`config.mk`:
```
export PLATFORM = sky130hd
export DESIGN_NAME = lut_cell
export DESIGN_NICKNAME = d
export VERILOG_FILES = /design/src/rtl/lut_cell_pkg.sv /design/src/rtl/lut_rst_sync.sv /design/src/rtl/lut_table.sv /design/src/rtl/lut_out_stage.sv /design/src/rtl/lut_cell.sv
export SDC_FILE = /design/constraint.sdc
export NUM_CORES = 1
export LEC_CHECK = 0
export BUFFER_PORTS_ARGS = -buffer_cell sky130_fd_sc_hd__buf_2
export CORE_ASPECT_RATIO = 1.5
export CORE_MARGIN = 2
export CORE_UTILIZATION = 40
export DETAILED_ROUTE_END_ITERATION = 10
export HOLD_SLACK_MARGIN = 0.12
export PLACE_DENSITY = 0.69
export SLEW_MARGIN = 10
export SYNTH_ARGS = -nofsm -noshare
export SYNTH_HDL_FRONTEND = slang
export SYNTH_HIERARCHICAL = 1
export SYNTH_SLANG_ARGS = --single-unit
```
`constraint.sdc`:
```
create_clock -name clk -period 5.4 [get_ports clk]
set_clock_uncertainty 0.05 [all_clocks]
set_input_delay 1.08 -clock clk [delete_from_list [all_inputs] [get_ports clk]]
set_output_delay 1.08 -clock clk [all_outputs]
set_load 0.01 [all_outputs]
```
`src/rtl/lut_cell_pkg.sv`:
```
package lut_cell_pkg;
  localparam int unsigned ADDR_W = 4;
  localparam int unsigned DEPTH  = 1 << ADDR_W;
  localparam int unsigned NTAB   = 2;

  typedef struct packed {
    logic reg_g;
    logic reg_f;
    logic mem;
    logic fuse;
  } cell_mode_t;
endpackage

```
`src/rtl/lut_rst_sync.sv`:
```
module lut_rst_sync #(
  parameter int unsigned STAGES = 2
) (
  input  logic clk,
  input  logic rst_n,
  output logic rst_sync_n
);
  logic [STAGES-1:0] chain_q;

  always_ff @(posedge clk or negedge rst_n) begin
    if (!rst_n) chain_q <= '0;
    else        chain_q <= {chain_q[STAGES-2:0], 1'b1};
  end

  assign rst_sync_n = chain_q[STAGES-1];
endmodule

```
`src/rtl/lut_table.sv`:
```
module lut_table
  import lut_cell_pkg::*;
#(
  parameter int unsigned AW = ADDR_W,
  localparam int unsigned NENT = 1 << AW
) (
  input  logic            clk,
  input  logic            rst_n,
  input  logic            ram_mode,
  input  logic            ld_en,
  input  logic [NENT-1:0] ld_word,
  input  logic            wr_en,
  input  logic [AW-1:0]   wr_addr,
  input  logic            wr_din,
  input  logic [AW-1:0]   rd_addr_a,
  input  logic [AW-1:0]   rd_addr_b,
  output logic            rd_a,
  output logic            rd_b
);
  logic [NENT-1:0] mem_q, mem_d;

  always_comb begin
    mem_d = mem_q;
    if (ram_mode) begin
      if (wr_en) mem_d[wr_addr] = wr_din;
    end else if (ld_en) begin
      mem_d = ld_word;
    end
  end

  always_ff @(posedge clk or negedge rst_n) begin
    if (!rst_n) mem_q <= '0;
    else        mem_q <= mem_d;
  end

  assign rd_a = mem_q[rd_addr_a];
  assign rd_b = mem_q[rd_addr_b];


  ram_write_chk: assert property (@(posedge clk) disable iff (!rst_n)
    (ram_mode && wr_en) |=> mem_q[$past(wr_addr)] == $past(wr_din));

  ram_idle_chk: assert property (@(posedge clk) disable iff (!rst_n)
    (!ram_mode && !ld_en) |=> $stable(mem_q));

  mem_hold_chk: assert property (@(posedge clk) disable iff (!rst_n)
    (ram_mode && !wr_en) |=> $stable(mem_q));

  load_chk: assert property (@(posedge clk) disable iff (!rst_n)
    (!ram_mode && ld_en) |=> mem_q == $past(ld_word));
endmodule

```
`src/rtl/lut_out_stage.sv`:
```
module lut_out_stage (
  input  logic clk,
  input  logic rst_n,
  input  logic use_reg,
  input  logic ce,
  input  logic srst,
  input  logic d,
  output logic q
);
  logic r_q, r_d;

  always_comb begin
    r_d = r_q;
    if (srst)    r_d = 1'b0;
    else if (ce) r_d = d;
  end

  always_ff @(posedge clk or negedge rst_n) begin
    if (!rst_n) r_q <= 1'b0;
    else        r_q <= r_d;
  end

  assign q = use_reg ? r_q : d;


  capture_chk: assert property (@(posedge clk) disable iff (!rst_n)
    (ce && !srst) |=> r_q == $past(d));

  hold_chk: assert property (@(posedge clk) disable iff (!rst_n)
    (!ce && !srst) |=> $stable(r_q));

  clear_chk: assert property (@(posedge clk) disable iff (!rst_n)
    srst |=> !r_q);
endmodule

```
`src/rtl/lut_cell.sv`:
```
module lut_cell
  import lut_cell_pkg::*;
(
  input  logic        clk,
  input  logic        rst_n,
  input  logic        cfg_we,
  input  logic        cfg_sel,
  input  logic [15:0] cfg_word,
  input  logic [3:0]  cfg_mode,
  input  logic [3:0]  in_f,
  input  logic [3:0]  in_g,
  input  logic        in_h,
  input  logic        ram_we_f,
  input  logic        ram_din_f,
  input  logic        ram_we_g,
  input  logic        ram_din_g,
  input  logic        out_ce,
  input  logic        out_srst,
  output logic        out_f,
  output logic        out_g
);
  logic       rst_i_n;
  cell_mode_t mode_q, mode_d;

  logic [NTAB-1:0]        ld_en, wr_en, wr_din, rd_a, rd_b, logic_v, use_reg, q_v;
  logic [ADDR_W-1:0]      addr_own [NTAB];

  lut_rst_sync #(.STAGES(2)) u_rst (
    .clk(clk), .rst_n(rst_n), .rst_sync_n(rst_i_n)
  );

  always_comb begin
    mode_d = mode_q;
    if (cfg_we && !mode_q.mem) mode_d = cell_mode_t'(cfg_mode);
  end

  always_ff @(posedge clk or negedge rst_i_n) begin
    if (!rst_i_n) mode_q <= '0;
    else          mode_q <= mode_d;
  end

  assign addr_own[0] = in_f;
  assign addr_own[1] = in_g;
  assign wr_en       = {ram_we_g, ram_we_f};
  assign wr_din      = {ram_din_g, ram_din_f};
  assign use_reg     = {mode_q.reg_g, mode_q.reg_f};

  generate
    for (genvar t = 0; t < NTAB; t++) begin : g_tab
      assign ld_en[t] = cfg_we && !mode_q.mem && (cfg_sel == 1'(t));
      lut_table #(.AW(ADDR_W)) u_tab (
        .clk(clk), .rst_n(rst_i_n), .ram_mode(mode_q.mem),
        .ld_en(ld_en[t]), .ld_word(cfg_word),
        .wr_en(wr_en[t]), .wr_addr(addr_own[t]), .wr_din(wr_din[t]),
        .rd_addr_a(addr_own[t]), .rd_addr_b(in_f),
        .rd_a(rd_a[t]), .rd_b(rd_b[t])
      );
      lut_out_stage u_out (
        .clk(clk), .rst_n(rst_i_n), .use_reg(use_reg[t]),
        .ce(out_ce), .srst(out_srst), .d(logic_v[t]), .q(q_v[t])
      );
    end
  endgenerate

  // fused path: fifth input picks G over F, both addressed by in_f
  assign logic_v[0] = mode_q.fuse ? (in_h ? rd_b[1] : rd_a[0]) : rd_a[0];
  assign logic_v[1] = rd_a[1];

  assign out_f = q_v[0];
  assign out_g = q_v[1];


  mem_sticky_chk: assert property (@(posedge clk) disable iff (!rst_i_n)
    mode_q.mem |=> mode_q.mem);

  mode_load_chk: assert property (@(posedge clk) disable iff (!rst_i_n)
    (cfg_we && !mode_q.mem) |=> mode_q == $past(cell_mode_t'(cfg_mode)));

  rst_hold_chk: assert property (@(posedge clk)
    !rst_n |=> !rst_i_n);
endmodule

```
==> reports/metrics.yaml <==
sta:
  drv_slew: 0
  finalCritPeriodShare: 0.787
  fmax_mhz: 235
  rsz0062_at_grt: "no"
  final_hold_viol_count: 0
  setup-tns-final_ps: 0
  relSlewSlack: 0.467
  setup_violations: 0
  tightest_slew_ps: 792
  final.min_clock_period_ps: 4250
clock_tree:
  htreeDepth: 2
  cts_max_path_buffers: 2
  cts_tree: "built"
  hold_buffers: 0
  root_buffer: "clkbuf_8"
  numCtsBuffers: 5
  cts-resized-gates: 0
  path_clk_slew_ps: 80
  numClockSinks: 40
  clock_latency_ps: 300
  cts_setup_buffers: 0
drt:
  wl_per_cell_um: 18.7
  ant_nets: 0
  drt_wl_total_um: 8220
  drc: 0
  dr_total_vias: 2739
  drt-pass1-iter-count: 4
  viasPerCell: 6.23
  drtIter0Drc: 351
job:
  cap_violations: 0
outcome:
  outcome: "completed"
global_routing:
  grt_pass1_vias: 2613
  antenna_found_initial: 0
  overflow: 0
  grt_max_degree: 64
  grt_usage: 0.216
  grt_pass1_wl_um: 13500
die:
  rows: 38
  start_util: 0.413
  die_height_um: 110
  ios: 41
  die_width_um: 74.8
  dieArea_um2: 8230
  core_um2: 7270
synthesis:
  syn-num-nets: 351
  syn_area_um2: 3000
  yosys_warnings: 6
  syn_inst: 312
  syn_avg_cell_area_um2: 9.63
placed_design:
  place_inst: 432
  port_buffers: 40
  gp_congestion: 0.882
  dpl.hpwl_um: 6040
critical_path:
  worst_path_most_repeated_cell: "buf_2"
  critical_path_class: "in2out"
  path_buf_inv: 2
  worstPathArrival_ps: 3120
  cp.required_ps: 4270
  endpoint_kind: "output port"
  crit_slowest_cell: "mux4_1"
  max_stage_delay_ps: 580
  critPathLaunchType: "input port"
  crit_chain: "buf_2, mux4_1, nor2b_1, a211oi_1, a21oi_1, mux2_2, mux2_4, buf_2"
  critPathMaxFanout: 14
  crit_family: "multiplexers"
layout:
  drive_above_1_share: 0.212
  final_nets: 378
  layoutNonFillerInstCount: 440
  n_antenna_cell: 0
  layout.cells.most_common: "buf_2"
  layout_common_cells: "buf_2 (40), dfrtp_1 (39), nor2_1 (28), a221oi_1 (28), nand2_1 (27)"
  utilization: 0.458
  area_growth_pct: 11.0
pwr:
  p_leak_nw: 1.41
  power_density_nw_per_um2: 241
  peakVddDrop_uv: 90.1
min_path:
  hold_class: "reg2async"
-- layer usage --
metal | vias up | GRT usage | wire, um
met4 | 0 | 0.0740 | 229
met5 | - | 0 | 0
met3 | 22 | 0.0327 | 439
li1 | 1273 | - | -
met1 | 1341 | 0.268 | 3250
met2 | 103 | 0.376 | 4300
-- power by group --
part           switching [mW]  total, mW  internal, mW  leakage (nW)
registers              0.0364      0.378         0.342         0.489
clock network           0.113      0.216         0.102        0.0510
logic                  0.0981      0.209         0.111         0.874
-- final timing paths --
kind                       cells past startpoint                      end        startpoint  slack (ps)
max in group asynchronous                      1                mode_q[1]  u_rst/chain_q[1]        4670
hold / removal                                 1       g_tab[1].u_out/r_q  u_rst/chain_q[1]         250
setup / recovery                               8                    out_f           in_f[0]        1150
min in group clk                               0         u_rst/chain_q[1]  u_rst/chain_q[0]         310
setup reg to reg                               5  g_tab[1].u_tab/mem_q[5]         mode_q[1]        3240
hold reg to reg                                1       g_tab[1].u_out/r_q  u_rst/chain_q[1]         250
-- final cells by class --
| cell class | instances | area, um2 |
|---|---|---|
| multi-input combinational | 240 | 1850 |
| timing repair buffer | 44 | 230 |
| clock inverter | 2 | 10.0 |
| clock buffer | 6 | 82.6 |
| sequential | 40 | 1000 |
| inverter | 8 | 30.0 |
| fill | 715 | 3940 |
| tap | 100 | 125 |
-- stage by stage --
stage	setup WS (ps)	instance area (um2)	hold slack [ps]	power, mW
CTS	1150	3330	280	0.806
global route	1070	3330	310	0.849
global placement	1200	3240	272	0.586
detailed placement	1150	3240	270	0.592
finish	1150	3330	247	0.803
floorplan	1760	3000	281	0.525
-- sequential cells by signal, indices dropped and copies added, names as in the netlist --
signal / cells
u_rst/chain_q: 2
g_tab.u_tab/mem_q: 32
mode_q: 4
g_tab.u_out/r_q: 2
(Power assumes the default switching activity.)
